File: src/rtl/epf_pkg.sv
package epf_pkg;
  localparam int unsigned DATA_W = 8;

  typedef enum logic [1:0] {
    A_CSR  = 2'd0,
    A_CFG  = 2'd1,
    A_DIR  = 2'd2,
    A_DATA = 2'd3
  } reg_addr_e;

  // command/status bit positions
  localparam int B_REQ   = 0;
  localparam int B_TX    = 1;
  localparam int B_CLR   = 2;
  localparam int B_SETUP = 3;
  localparam int B_RDY   = 4;
  localparam int B_ZLP   = 5;
  localparam int B_TOG   = 6;

  // configuration bit positions
  localparam int C_IEN = 2;
  localparam int C_OEN = 3;
endpackage

File: src/rtl/epf_buf.sv
module epf_buf #(
  parameter int DW    = 8,
  parameter int DEPTH = 8
) (
  input  logic                         clk,
  input  logic                         rst,
  input  logic                         flush,
  input  logic                         is_in,
  input  logic                         push,
  input  logic [DW-1:0]                wdata,
  input  logic                         pop,
  input  logic                         host_end,
  input  logic                         host_setup,
  input  logic                         commit_in,
  input  logic                         commit_out,
  input  logic                         fw_touch,
  output logic [DW-1:0]                rdata,
  output logic [$clog2(DEPTH+1)-1:0]   cnt,
  output logic                         pkt,
  output logic                         setup,
  output logic                         zlp,
  output logic                         uflow
);
  localparam int AW = (DEPTH > 1) ? $clog2(DEPTH) : 1;
  localparam int CW = $clog2(DEPTH+1);

  logic [DW-1:0] mem [DEPTH];
  logic [AW-1:0] wptr, rptr;
  logic          push_ok, pop_ok;

  assign push_ok = push && (cnt < CW'(DEPTH));
  assign pop_ok  = pop && (cnt != '0);

  function automatic logic [AW-1:0] nxt(input logic [AW-1:0] p);
    return (p == AW'(DEPTH-1)) ? '0 : p + 1'b1;
  endfunction

  always_ff @(posedge clk) begin
    if (push_ok) mem[wptr] <= wdata;
  end

  always_ff @(posedge clk) begin
    if (pop_ok) rdata <= mem[rptr];
  end

  always_ff @(posedge clk) begin
    if (rst) begin
      cnt <= '0; wptr <= '0; rptr <= '0;
      pkt <= 1'b0; setup <= 1'b0; zlp <= 1'b0; uflow <= 1'b0;
    end else if (flush) begin
      cnt <= '0; wptr <= '0; rptr <= '0;
      pkt <= 1'b0; uflow <= 1'b1;
    end else begin
      if (push_ok) wptr <= nxt(wptr);
      if (pop_ok)  rptr <= nxt(rptr);
      cnt <= cnt + CW'(push_ok) - CW'(pop_ok);
      if (host_end) begin
        pkt   <= 1'b1;
        setup <= host_setup;
        zlp   <= (cnt == '0);
      end
      if (commit_in) begin
        pkt   <= 1'b1;
        uflow <= 1'b0;
      end
      if (commit_out) begin
        pkt <= 1'b0; cnt <= '0; wptr <= '0; rptr <= '0;
      end
      if (is_in && pop && cnt <= CW'(1)) pkt <= 1'b0;
      if (fw_touch) zlp <= 1'b0;
    end
  end

  assert_no_overflow_R3: assert property (@(posedge clk) disable iff (rst)
    cnt <= CW'(DEPTH));

  assert_flush_empties_R7: assert property (@(posedge clk) disable iff (rst)
    flush |=> (cnt == '0) && uflow && !pkt);

  assert_zlp_from_end_R9: assert property (@(posedge clk) disable iff (rst)
    $rose(zlp) |-> $past(host_end));
endmodule

File: src/rtl/ep_fifo_ctrl.sv
module ep_fifo_ctrl
  import epf_pkg::*;
#(
  parameter int NUM_EP = 4,
  parameter int DEPTH  = 8,
  parameter logic [NUM_EP-1:0] DIR_RESET = 4'b1101
) (
  input  logic              clk,
  input  logic              rst,
  input  logic              bus_rst,
  input  logic              reg_wr,
  input  logic              reg_rd,
  input  logic [1:0]        reg_addr,
  input  logic [DATA_W-1:0] reg_wdata,
  output logic [DATA_W-1:0] reg_rdata,
  input  logic [1:0]        h_ep,
  input  logic              h_out_push,
  input  logic [DATA_W-1:0] h_out_byte,
  input  logic              h_out_end,
  input  logic              h_out_setup,
  input  logic              h_in_pop,
  output logic              h_in_valid,
  output logic [DATA_W-1:0] h_in_byte,
  output logic              h_in_err,
  output logic              h_data1,
  output logic              irq_iso_in,
  output logic              irq_iso_out
);
  localparam int SELW = $clog2(NUM_EP);
  localparam int CW   = $clog2(DEPTH+1);

  logic [SELW-1:0]   sel_q, h_ep_q, rsel_q;
  logic              ien_q, oen_q, req_q, tx_q, tog_q, rd_data_q;
  logic [NUM_EP-1:0] dir_q;
  logic [DATA_W-1:0] rdata_q;

  logic [NUM_EP-1:0] pkt_v, setup_v, zlp_v, uflow_v, full_v, empty_v, rdy_v;
  logic [DATA_W-1:0] buf_rd [NUM_EP];
  logic [CW-1:0]     cnt_a  [NUM_EP];

  logic csr_wr, cfg_wr, dir_wr, data_wr, data_rd;
  logic commit_in, commit_out, flush_sel, fw_push_ok, fw_pop_ok, fw_touch;
  logic h_push_ok, h_end_ok, h_pop_go, h_pop_data, h_err;

  assign csr_wr  = reg_wr && (reg_addr == A_CSR);
  assign cfg_wr  = reg_wr && (reg_addr == A_CFG);
  assign dir_wr  = reg_wr && (reg_addr == A_DIR);
  assign data_wr = reg_wr && (reg_addr == A_DATA);
  assign data_rd = reg_rd && (reg_addr == A_DATA);

  // transaction end: write pipes end on 1->0, read pipes on 0->1
  assign commit_in  = csr_wr && req_q && reg_wdata[B_REQ] && dir_q[sel_q]
                      && tx_q && !reg_wdata[B_TX] && !pkt_v[sel_q];
  assign commit_out = csr_wr && req_q && reg_wdata[B_REQ] && !dir_q[sel_q]
                      && !tx_q && reg_wdata[B_TX] && pkt_v[sel_q];
  assign flush_sel  = csr_wr && reg_wdata[B_CLR];
  assign fw_push_ok = data_wr && req_q && tx_q && dir_q[sel_q]
                      && !pkt_v[sel_q] && !full_v[sel_q];
  assign fw_touch   = data_rd && req_q && !dir_q[sel_q];
  assign fw_pop_ok  = fw_touch && pkt_v[sel_q] && !empty_v[sel_q];

  assign h_push_ok  = h_out_push && !dir_q[h_ep] && !pkt_v[h_ep] && !full_v[h_ep];
  assign h_end_ok   = h_out_end && !dir_q[h_ep] && !pkt_v[h_ep];
  assign h_pop_go   = h_in_pop && dir_q[h_ep] && pkt_v[h_ep] && !uflow_v[h_ep];
  assign h_pop_data = h_pop_go && !empty_v[h_ep];
  assign h_err      = h_in_pop && dir_q[h_ep] && uflow_v[h_ep];

  for (genvar i = 0; i < NUM_EP; i++) begin : g_ep
    logic on_sel, on_host;
    assign on_sel  = (sel_q == SELW'(i));
    assign on_host = (h_ep == SELW'(i));
    assign full_v[i]  = (cnt_a[i] == CW'(DEPTH));
    assign empty_v[i] = (cnt_a[i] == '0);
    assign rdy_v[i]   = dir_q[i] ? (!pkt_v[i] && empty_v[i]) : pkt_v[i];

    epf_buf #(.DW(DATA_W), .DEPTH(DEPTH)) u_buf (
      .clk        (clk),
      .rst        (rst || bus_rst),
      .flush      (flush_sel && on_sel),
      .is_in      (dir_q[i]),
      .push       ((fw_push_ok && on_sel) || (h_push_ok && on_host)),
      .wdata      ((h_push_ok && on_host) ? h_out_byte : reg_wdata),
      .pop        ((fw_pop_ok && on_sel) || (h_pop_go && on_host)),
      .host_end   (h_end_ok && on_host),
      .host_setup (h_out_setup),
      .commit_in  (commit_in && on_sel),
      .commit_out (commit_out && on_sel),
      .fw_touch   (fw_touch && on_sel),
      .rdata      (buf_rd[i]),
      .cnt        (cnt_a[i]),
      .pkt        (pkt_v[i]),
      .setup      (setup_v[i]),
      .zlp        (zlp_v[i]),
      .uflow      (uflow_v[i])
    );
  end

  // configuration and pipe direction: system reset only
  always_ff @(posedge clk) begin
    if (rst) begin
      sel_q <= '0; ien_q <= 1'b0; oen_q <= 1'b0; dir_q <= DIR_RESET;
    end else begin
      if (cfg_wr) begin
        sel_q <= reg_wdata[SELW-1:0];
        ien_q <= reg_wdata[C_IEN];
        oen_q <= reg_wdata[C_OEN];
      end
      if (dir_wr) dir_q <= reg_wdata[NUM_EP-1:0];
    end
  end

  // command/status writable bits: cleared by either reset
  always_ff @(posedge clk) begin
    if (rst || bus_rst) begin
      req_q <= 1'b0; tx_q <= 1'b0; tog_q <= 1'b0;
    end else if (csr_wr) begin
      req_q <= reg_wdata[B_REQ];
      tx_q  <= reg_wdata[B_TX];
      tog_q <= reg_wdata[B_TOG];
    end
  end

  always_ff @(posedge clk) begin
    if (rst) begin
      rdata_q <= '0; rd_data_q <= 1'b0; rsel_q <= '0; h_ep_q <= '0;
      h_in_valid <= 1'b0; h_in_err <= 1'b0;
      irq_iso_in <= 1'b0; irq_iso_out <= 1'b0;
    end else begin
      rd_data_q <= fw_pop_ok;
      rsel_q    <= sel_q;
      if (reg_rd) begin
        unique case (reg_addr)
          A_CSR:   rdata_q <= {1'b0, tog_q, zlp_v[sel_q], rdy_v[sel_q],
                               setup_v[sel_q], 1'b0, tx_q, req_q};
          A_CFG:   rdata_q <= DATA_W'({oen_q, ien_q, sel_q});
          A_DIR:   rdata_q <= DATA_W'(dir_q);
          default: rdata_q <= '0;
        endcase
      end
      h_ep_q      <= h_ep;
      h_in_valid  <= h_pop_data;
      h_in_err    <= h_err;
      irq_iso_in  <= ien_q && |(dir_q & rdy_v);
      irq_iso_out <= oen_q && |(~dir_q & pkt_v);
    end
  end

  assign reg_rdata = rd_data_q ? buf_rd[rsel_q] : rdata_q;
  assign h_in_byte = buf_rd[h_ep_q];
  assign h_data1   = tog_q;

  assert_busrst_clears_R1: assert property (@(posedge clk) disable iff (rst)
    bus_rst |=> !req_q && !tx_q && !tog_q && (pkt_v == '0));

  assert_err_excl_valid_R7: assert property (@(posedge clk) disable iff (rst)
    !(h_in_valid && h_in_err));

  assert_wrong_dir_quiet_R11: assert property (@(posedge clk) disable iff (rst)
    (h_in_pop && !dir_q[h_ep]) |=> !h_in_valid && !h_in_err);

  assert_toggle_out_R10: assert property (@(posedge clk) disable iff (rst || bus_rst)
    (csr_wr) |=> h_data1 == $past(reg_wdata[B_TOG]));
endmodule

File: config.mk
export PLATFORM = sky130hd
export DESIGN_NAME = ep_fifo_ctrl
export DESIGN_NICKNAME = d
export VERILOG_FILES = /design/src/rtl/epf_pkg.sv /design/src/rtl/epf_buf.sv /design/src/rtl/ep_fifo_ctrl.sv
export SDC_FILE = /design/constraint.sdc
export NUM_CORES = 1
export LEC_CHECK = 0
export CAP_MARGIN = 0
export CORE_UTILIZATION = 45
export CTS_BUF_LIST = sky130_fd_sc_hd__clkbuf_8
export DETAILED_ROUTE_END_ITERATION = 7
export DONT_BUFFER_PORTS = 1
export GPL_TIMING_DRIVEN = 0
export SLEW_MARGIN = 20
export SYNTH_ARGS = -nofsm -noshare
export SYNTH_HDL_FRONTEND = slang
export SYNTH_HIERARCHICAL = 1
export SYNTH_SLANG_ARGS = --single-unit
File: constraint.sdc
create_clock -name clk -period 4.3 [get_ports clk]
set_input_delay 0.645 -clock clk [delete_from_list [all_inputs] [get_ports clk]]
set_output_delay 0.645 -clock clk [all_outputs]
set_load 0.005 [all_outputs]
==> reports/results.tsv <==
metric	value	unit
relSlewSlack	0.3307	
synth_enable_flop_cells	288	
p_per_area	373.5	nW/um2
clk_latency	0.64	ns
avgRoutedWirePerCell	24.16	um
synth.area.top_cells	edfxtp_1 (52%), dfxtp_1 (9.9%), mux4_2 (7.6%)	
min_path_type	primary input to register	
ys_seq_area_frac	0.6173	
die_h	194.7	um
start_util	0.4573	
vias	9343	
drt-vias-per-instance	5.739	
hpwl	27490	um
io_buffers	0	
fin_ws	0.3122	ns
drc	0	
synthFlopType	edfxtp_1	
grt_pass1_vias	9450	
overflow	0	
ios	50	
yosysUniqueCellTypes	58	
die_w	194.7	um
max_stage_delay	0.65	ns
cts_buffers	60	
htree_levels	2	
timing.fmax	250.8	MHz
final.fill_count	3027	
grt_usage	0.2133	
synth.top_cell.area_share	0.5178	
endpoint_kind	register	
ys_warn_count	6	
dpl_cell_area	17450	um2
coreArea	36520	um2
post_cts_buffers	0	
stdcell_area	18600	um2
syn_to_final_growth	11.38	%
placement.setup.worst_slack	-0.08366	ns
cts_tree	yes	
period_share	0.9274	
path_class	register to register	
detail-route-antenna-nets	0	
synth_top_cell_by_area	edfxtp_1	
grt_max_degree	24	
final_nets	1182	
gp_congestion	0.8560	
outcome	finished clean	
avgSynthCellArea	16.09	um2
antenna_found_initial	1	
worstSetupStartpointType	register	
clock_path_buffers	3	
tns	0	ns
rsz0062_at_grt	no	
dieArea	37890	um2
drt-total-wl	39340	um
first_pass_iters	4	
cp_cell_sequence	mux4_2 -> nor2_2 -> nand2_2 -> o32ai_1 -> inv_1 -> nor2_1 -> ha_1 -> inv_1 -> ha_1 -> fa_1 -> and2_1	
ctsResizeCount	0	
synth_most_common_cell	edfxtp_1	
ys_top_cells_by_count	edfxtp_1 (288), dfxtp_1 (83), nor2_1 (82)	
final_cells	1628	
drive_gt1_frac	0.2381	
crit_required	4.83	ns
cts.sink_count	371	
arrival	4.52	ns
finish.utilization	0.5094	
max_cap_viol_count	0	
hold_viol_final	0	
slew_viol_final	0	
synth-seq-cells	371	
synth_nets	1111	
num_rows	70	
critical_path.top_delay_family	simple AND/OR/NAND/NOR gates	
async_reset_ff_frac	0	
setup_viol	0	
peakVddDrop	0.2643	mV
fin_crit	3.988	ns
skew	0.02922	ns
cts-root-buf	clkbuf_8	
cts_hold_buffers	0	
dp.cells	1515	
worst-path-max-fanout	9	
drtIter0Drc	584	
worst_pin_slew	0.9947	ns
cp_slowest_cell	nor2_1	
path_buf_inv	2	
synthCells	1038	
cellLeakagePower	6.282	nW
cts.clk_slew.worst_paths	0.06	ns
syn_area	16700	um2
grt_pass1_wl	59040	um
==> layout make-up <==
| class | count | area (um2) | area share |
|---|---|---|---|
| Inverter | 29 | 108.9 | 0.005851 |
| Clock inverter | 45 | 217.7 | 0.01170 |
| Tap cell | 468 | 585.6 | 0.03148 |
| Buffer | 46 | 299.0 | 0.01607 |
| Clock buffer | 67 | 922.1 | 0.04957 |
| Timing Repair Buffer | 9 | 60.06 | 0.003228 |
| Sequential cell | 371 | 10310 | 0.5542 |
| Antenna cell | 1 | 2.502 | 0.0001345 |
| Multi-Input combinational cell | 592 | 6097 | 0.3278 |
==> registers in the layout, summed over array words and instances, names as in the netlist, 4 cells and up <==
register / cells
g_ep.u_buf/mem: 256
rdata_q: 7
g_ep.u_buf/zlp: 4
g_ep.u_buf/pkt: 4
g_ep.u_buf/rdata: 32
g_ep.u_buf/uflow: 4
g_ep.u_buf/cnt: 16
g_ep.u_buf/setup: 4
g_ep.u_buf/rptr: 12
g_ep.u_buf/wptr: 12
dir_q: 4
==> layer usage <==
metal / share of wire / track usage / vias up
met5: 0.00031 / 0 / -
met1: 0.44 / 0.2860 / 4784
met2: 0.48 / 0.3483 / 239
met3: 0.048 / 0.03592 / 73
met4: 0.029 / 0.08201 / 2
li1: - / - / 4245
==> logic make-up (layout without fill, tap and decap cells) <==
family,Yosys count,after routing,share of synthesized area
AO/OA/AOI/OAI,88,88,0.03281
XOR/XNOR,4,4,0.002098
adder cells (fa/ha/maj),44,44,0.03476
buffers and inverters,75,196,0.02442
flip-flops,371,371,0.6173
multiplexers,191,191,0.2020
other,0,1,0
AND/OR/NAND/NOR,265,265,0.08660
==> path summary, 6_finish.rpt <==
check | startpoint | to | slack (ns) | cells past startpoint
max reg2reg | sel_q[0] | g_ep[2].u_buf/cnt[1] | 0.31 | 11
min | rst | rsel_q[1] | 0.08 | 1
min reg2reg | g_ep[0].u_buf/setup | g_ep[0].u_buf/setup | 0.49 | 2
max | sel_q[0] | g_ep[2].u_buf/cnt[1] | 0.31 | 11
==> power breakdown <==
group          switching, mW  internal (mW)  leakage (nW)
clock                   1.37           1.48         0.679
sequential            0.0147           3.88          3.26
combinational          0.122         0.0761          2.34
total                   1.51           5.44          6.28
==> per-stage QoR <==
step           hold WS (ns)  power [mW]
6_report            0.08099       6.948
3_3_place_gp         0.4651       4.158
4_1_cts             0.03725       7.029
3_5_place_dp         0.4776       4.165
5_1_grt             0.05411       7.203
2_1_floorplan        0.4386       4.104
==> placed cells by master (no fill, tap or decap), drive strengths merged, types with 13 or more instances in the layout <==
cell / n
edfxtp: 288
clkbuf: 90
mux4: 90
dfxtp: 83
nor2: 83
mux2: 71
inv: 55
ha: 40
a21oi: 39
nor3: 36
buf: 32
mux2i: 30
nand2b: 24
nand2: 21
nor2b: 19
o21ai: 19
clkinv: 15
nand3: 13
==> worst reg2reg max path, cell delays in order, from the launching register on <==
cell and delay, ns:
dfxtp_1 0.46, mux4_2 0.57, nor2_2 0.13, nand2_2 0.13, o32ai_1 0.63, inv_1 0.19
nor2_1 0.66, ha_1 0.35, inv_1 0.05, ha_1 0.18, fa_1 0.41, and2_1 0.14
No activity file was read; power rests on OpenSTA's default activity.
